`src/rtl/cic_pkg.sv`:
```
package cic_pkg;
  // Register width that holds the full gain R^N without loss.
  function automatic int cic_acc_width(input int in_w, input int stages, input int r_max);
    return in_w + stages * $clog2(r_max);
  endfunction
endpackage

```
`src/rtl/cic_rate_counter.sv`:
```
module cic_rate_counter #(
  parameter int RATIO_W = 7,
  parameter int CNT_W   = 7
) (
  input  logic               clk,
  input  logic               rst,
  input  logic               step,
  input  logic [RATIO_W-1:0] ratio,
  output logic               tick
);
  logic [CNT_W-1:0] cnt;

  // The sign bit is the terminal count. No other decoding is needed.
  assign tick = step & cnt[CNT_W-1];

  always_ff @(posedge clk) begin
    if (rst) begin
      cnt <= '1;
    end else if (step) begin
      if (cnt[CNT_W-1]) cnt <= CNT_W'(ratio) - CNT_W'(2);
      else              cnt <= cnt - CNT_W'(1);
    end
  end
endmodule

```
`src/rtl/cic_integrator_chain.sv`:
```
module cic_integrator_chain #(
  parameter int ACC_W  = 34,
  parameter int STAGES = 3
) (
  input  logic                    clk,
  input  logic                    rst,
  input  logic                    en,
  input  logic signed [ACC_W-1:0] din,
  output logic signed [ACC_W-1:0] sum_next
);
  logic signed [ACC_W-1:0] acc [STAGES];
  logic signed [ACC_W-1:0] nxt [STAGES];

  genvar i;
  generate
    for (i = 0; i < STAGES; i++) begin : g_stage
      if (i == 0) begin : g_first
        assign nxt[i] = acc[i] + din;
      end else begin : g_rest
        assign nxt[i] = acc[i] + nxt[i-1];
      end
      always_ff @(posedge clk) begin
        if (rst)     acc[i] <= '0;
        else if (en) acc[i] <= nxt[i];
      end
    end
  endgenerate

  assign sum_next = nxt[STAGES-1];
endmodule

```
`src/rtl/cic_comb_chain.sv`:
```
module cic_comb_chain #(
  parameter int ACC_W  = 34,
  parameter int STAGES = 3
) (
  input  logic                    clk,
  input  logic                    rst,
  input  logic                    en,
  input  logic signed [ACC_W-1:0] din,
  output logic                    dout_valid,
  output logic signed [ACC_W-1:0] dout
);
  logic signed [ACC_W-1:0] dly  [STAGES];
  logic signed [ACC_W-1:0] diff [STAGES];

  genvar i;
  generate
    for (i = 0; i < STAGES; i++) begin : g_stage
      if (i == 0) begin : g_first
        assign diff[i] = din - dly[i];
        always_ff @(posedge clk) begin
          if (rst)     dly[i] <= '0;
          else if (en) dly[i] <= din;
        end
      end else begin : g_rest
        assign diff[i] = diff[i-1] - dly[i];
        always_ff @(posedge clk) begin
          if (rst)     dly[i] <= '0;
          else if (en) dly[i] <= diff[i-1];
        end
      end
    end
  endgenerate

  always_ff @(posedge clk) begin
    if (rst) begin
      dout       <= '0;
      dout_valid <= 1'b0;
    end else begin
      dout_valid <= en;
      if (en) dout <= diff[STAGES-1];
    end
  end
endmodule

```
`src/rtl/cic_decimator.sv`:
```
module cic_decimator
  import cic_pkg::*;
#(
  parameter int IN_W    = 16,
  parameter int STAGES  = 3,
  parameter int R_MAX   = 64,
  parameter int RATIO_W = $clog2(R_MAX + 1),
  parameter int ACC_W   = cic_acc_width(IN_W, STAGES, R_MAX)
) (
  input  logic                    clk,
  input  logic                    rst,
  input  logic                    in_valid,
  input  logic signed [IN_W-1:0]  in_data,
  input  logic [RATIO_W-1:0]      ratio,
  output logic                    out_valid,
  output logic signed [ACC_W-1:0] out_data
);
  localparam int CNT_W = $clog2(R_MAX - 1) + 1;

  logic                    dec_tick;
  logic signed [ACC_W-1:0] din_ext;
  logic signed [ACC_W-1:0] integ_out;

  assign din_ext = ACC_W'(in_data);

  cic_rate_counter #(.RATIO_W(RATIO_W), .CNT_W(CNT_W)) u_rate (
    .clk(clk), .rst(rst), .step(in_valid), .ratio(ratio), .tick(dec_tick)
  );

  cic_integrator_chain #(.ACC_W(ACC_W), .STAGES(STAGES)) u_integ (
    .clk(clk), .rst(rst), .en(in_valid), .din(din_ext), .sum_next(integ_out)
  );

  cic_comb_chain #(.ACC_W(ACC_W), .STAGES(STAGES)) u_comb (
    .clk(clk), .rst(rst), .en(dec_tick), .din(integ_out),
    .dout_valid(out_valid), .dout(out_data)
  );
endmodule

```
`config.mk`:
```
export PLATFORM = sky130hd
export DESIGN_NAME = cic_decimator
export DESIGN_NICKNAME = d
export VERILOG_FILES = /design/src/rtl/cic_pkg.sv /design/src/rtl/cic_rate_counter.sv /design/src/rtl/cic_integrator_chain.sv /design/src/rtl/cic_comb_chain.sv /design/src/rtl/cic_decimator.sv
export SDC_FILE = /design/constraint.sdc
export NUM_CORES = 1
export LEC_CHECK = 0
export ABC_AREA = 1
export BUFFER_PORTS_ARGS = -buffer_cell sky130_fd_sc_hd__buf_2
export CELL_PAD_IN_SITES_DETAIL_PLACEMENT = 0
export CELL_PAD_IN_SITES_GLOBAL_PLACEMENT = 1
export CORE_MARGIN = 3
export CORE_UTILIZATION = 52
export DETAILED_ROUTE_END_ITERATION = 8
export GPL_TIMING_DRIVEN = 1
export MAX_ROUTING_LAYER = met4
export PLACE_DENSITY = 0.93
export SLEW_MARGIN = 30
export SYNTH_ARGS = -nofsm -noshare
export SYNTH_HDL_FRONTEND = slang
export SYNTH_SLANG_ARGS = --single-unit
```
`constraint.sdc`:
```
create_clock -name clk -period 17.3 [get_ports clk]
set_input_delay 0 -clock clk [delete_from_list [all_inputs] [get_ports clk]]
set_output_delay 0 -clock clk [all_outputs]
set_load 0.05 [all_outputs]
```
==> impl_results.md <==
* Worst slew margin at 39.43%
* Total negative slack at 0 ps
* Final setup violating endpoints at 0
* Critical path class: reg -> reg
* Initial DRC count at 1,080
* WL/cell at 14.72 um
* Area of the multi-input gates at 10,490 um2
* Worst Path Required at 17,810 ps
* Total count of max-transition violations in the final report at 0
* Flop2flop setup slack at 7140 ps
* Reg2Reg Depth at 53
* GRT Total Usage at 22.65%
* Sequential-to-total area share from yosys stat at 36.34%
* Clk root buf: clkbuf_16
* Die ar. at 39,210 um2
* Clk Latency, worst-skew pair at 570 ps
* CTS H-tree lvls at 1
* Crit path time final at 10,160 ps
* Row count at 69
* Clock-pin slew on the worst setup and hold paths at 60 ps
* DRC Markers at 0
* Initial antenna violation count at 0
* Worst Path Arrival at 10,670 ps
* First-pass GRT wire length at 72,300 um
* Die Y at 198.0 um
* Ys async rst share at 0%
* Top routing layer in use: met4
* R2R Path Start: u_integ.acc[0][0]$_SDFFCE_PN0P_
* Period utilization at 58.70%
* Startpoint Class: flip-flop
* Layout Cells excl Fill at 2,981
* Clock Path Buffers at 3
* TritonCTS Sinks at 246
* RSZ-0062 raised after global routing: no
* Die span in x at 198.0 um
* Syn Std Cell Area at 19,170 um2
* Number of synthesized flops with an enable pin at 204
* Critical R2R Capture: u_comb.dout[33]$_SDFFE_PP0P_
* CP max FO at 5
* Mapped Cells at 2,407
* Buffers added on ports at 60
* CTS tree: yes
* Routed wire length at 43,870 um
* Final hold vios at 0
* Worst hold slack at 22.50 ps
* Final #Nets at 2,730
* Worst path slowest cell: nor4_1
* Total congestion overflow at 0
* FILL cells at 3,246
* Share of cells above drive strength 1 at 7.540%
* First-pass DRT Iterations at 9
* Ant. Diodes at 0
* Clock skew at 8.699 ps
* Cell variety after synth at 56
* Critical path origin: u_integ.acc[0][0]$_SDFFCE_PN0P_
* WL met3 at 2310 um
* Crit end category: flip-flop
* Worst setup path end: u_comb.dout[33]$_SDFFE_PP0P_
* Yosys warns at 0
* Vias in the first global route at 15,321
* Worst Max-Slew Pin Slew at 908.6 ps
* Core area at 35,910 um2
* Max_cap viols at 0
* Synth Net Count at 2,641
* Synth Flop Type: edfxtp_1
* Via count at 16,206
* Most frequent CP cell: nand2_1
* CTS buffer count at 30
* Max incr delay on CP at 680 ps
* Initial Utilization at 53.39%
* Antenna Nets Post-Route at 0
* Area delta synth->final at 10.53%
* Post-CTS Resized at 0
* Hpwl dp at 33,260 um
* Post-synthesis register bit count at 246
* FF/Latch Area at 6967 um2
* Maximum clock rate at 98.47 MHz
* Largest net degree at the start of global routing at 90
* Vias per cell at 5.436
* Outcome: finished clean
* Avg Cell Area, Syn at 7.966 um2
* GP Congestion at 0.9588
* Hold crit path type: in -> reg
* I/O pins at 61
* Wl on met1 at 21,110 um
* Placed Cells at 2,906
* Met2 WL at 19,680 um
==> Yosys cell counts, types with 3 or more instances <==
library cell | count | share of area [%]
a21o_1 | 18 | 0.70
ha_1 | 202 | 13
a211oi_1 | 6 | 0.23
edfxtp_1 | 204 | 32
o21ai_0 | 111 | 2.9
o21ai_1 | 18 | 0.47
a32o_1 | 3 | 0.16
a221oi_1 | 6 | 0.27
o21ai_2 | 9 | 0.41
nand3_2 | 10 | 0.52
o21a_1 | 8 | 0.31
xor2_1 | 117 | 5.3
o2111ai_1 | 4 | 0.18
nor4_1 | 12 | 0.39
nand2_2 | 12 | 0.39
nor2_1 | 328 | 6.4
xnor2_1 | 47 | 2.1
o211ai_1 | 12 | 0.47
nand3_1 | 76 | 2.0
fa_1 | 6 | 0.63
clkbuf_1 | 23 | 0.45
a31oi_1 | 21 | 0.69
nand3b_1 | 3 | 0.12
a21oi_2 | 12 | 0.55
nand4_1 | 16 | 0.52
dfxtp_1 | 42 | 4.4
inv_2 | 6 | 0.12
o21bai_1 | 11 | 0.43
inv_1 | 422 | 8.3
nand2_1 | 349 | 6.8
nor3_1 | 21 | 0.55
a21boi_0 | 7 | 0.27
buf_1 | 3 | 0.059
a21boi_2 | 5 | 0.29
o221ai_1 | 7 | 0.32
a22oi_1 | 3 | 0.12
a21oi_1 | 216 | 5.6
or2_2 | 3 | 0.098
o31ai_1 | 4 | 0.16
==> worst min path at each step <==
stage          startpoint  slack (ps)                               to  depth (start not counted)
6_report       in_data[5]          20  u_integ.acc[0][5]$_SDFFCE_PN0P_                          4
5_1_grt        in_data[5]          70  u_integ.acc[0][5]$_SDFFCE_PN0P_                          4
3_3_place_gp     ratio[0]         220       u_rate.cnt[0]$_SDFFE_PP1P_                          3
3_5_place_dp     ratio[0]         230       u_rate.cnt[0]$_SDFFE_PP1P_                          3
2_1_floorplan    ratio[0]         140       u_rate.cnt[0]$_SDFFE_PP1P_                          2
4_1_cts        in_data[5]           4  u_integ.acc[0][5]$_SDFFCE_PN0P_                          4
==> placed cells by master (no fill, tap or decap), types with 16 or more instances in the layout <==
| cell | Yosys | routed |
|---|---|---|
| clkbuf_16 | 0 | 32 |
| nand2_1 | 349 | 349 |
| ha_1 | 202 | 202 |
| buf_2 | 2 | 60 |
| xor2_1 | 117 | 117 |
| inv_1 | 422 | 420 |
| dlygate4sd3_1 | 0 | 19 |
| dfxtp_1 | 42 | 42 |
| nor2_1 | 328 | 327 |
| o21ai_1 | 18 | 18 |
| nor3_1 | 21 | 21 |
| edfxtp_1 | 204 | 204 |
| nand4_1 | 16 | 16 |
| xnor2_1 | 47 | 47 |
| nand3_1 | 76 | 76 |
| a31oi_1 | 21 | 21 |
| a21o_1 | 18 | 18 |
| o21ai_0 | 111 | 111 |
| a21oi_1 | 216 | 216 |
==> metrics by stage <==
| step | setup WS, ps | area [um2] | utilization [%] |
|---|---|---|---|
| floorplan | 8982 | 19170 | - |
| global placement | 7461 | 20000 | 55.68 |
| detailed placement | 7335 | 20000 | 55.68 |
| CTS | 7268 | 21190 | 58.99 |
| global route | 6165 | 21190 | 59.01 |
| finish | 7144 | 21190 | 59.01 |
==> metal layers <==
metal | global-route usage (%) | up-vias
met4 | 5.505 | 0
met5 | - | -
met3 | 2.876 | 65
li1 | - | 8205
met2 | 35.59 | 375
met1 | 31.39 | 7561
==> cell families after synthesis <==
group | after synthesis | synth area share, %
buf+inv | 458 | 8.979
xor+xnor | 164 | 7.491
simple gates | 840 | 18.33
fa+ha+maj | 208 | 13.81
compound gates | 491 | 15.05
flops | 246 | 36.34
==> sequential cells by signal, indices dropped and copies added, names as in the netlist <==
signal and cells:
u_comb.dly 102, u_integ.acc 102, u_comb.dout 34, u_rate.cnt 7, u_comb.dout_valid 1
==> critical path: cells and delay by family (launching register included) <==
family	cells	cell delay, ps
AOI/OAI and AO/OA	16	3200
xor gates and xnor gates	5	910
adders and majority gates	7	2450
buffers and inverters	5	320
DFF	1	370
and+or+nand+nor	20	2840
==> repair_timing <==
action                                  in CTS  in global routing
hold buffers                                19                  0
endpoints found under the setup margin       0                  0
buffers inserted                             0                  0
hold endpoints to repair                    16                  0
==> cell type report <==
class	instances	share of cell area (%)
Clock buffer	36	3.991
Clock inverter	20	0.7203
Timing Repair Buffer	85	2.545
Inverter	430	7.658
Multi-Input combinational cell	1703	49.49
Sequential cell	246	32.87
Tap cell	461	2.722
Power is left out: the tool's default activity adds up to more than one toggle a clock period on the data nets, which glitch-free logic cannot reach.
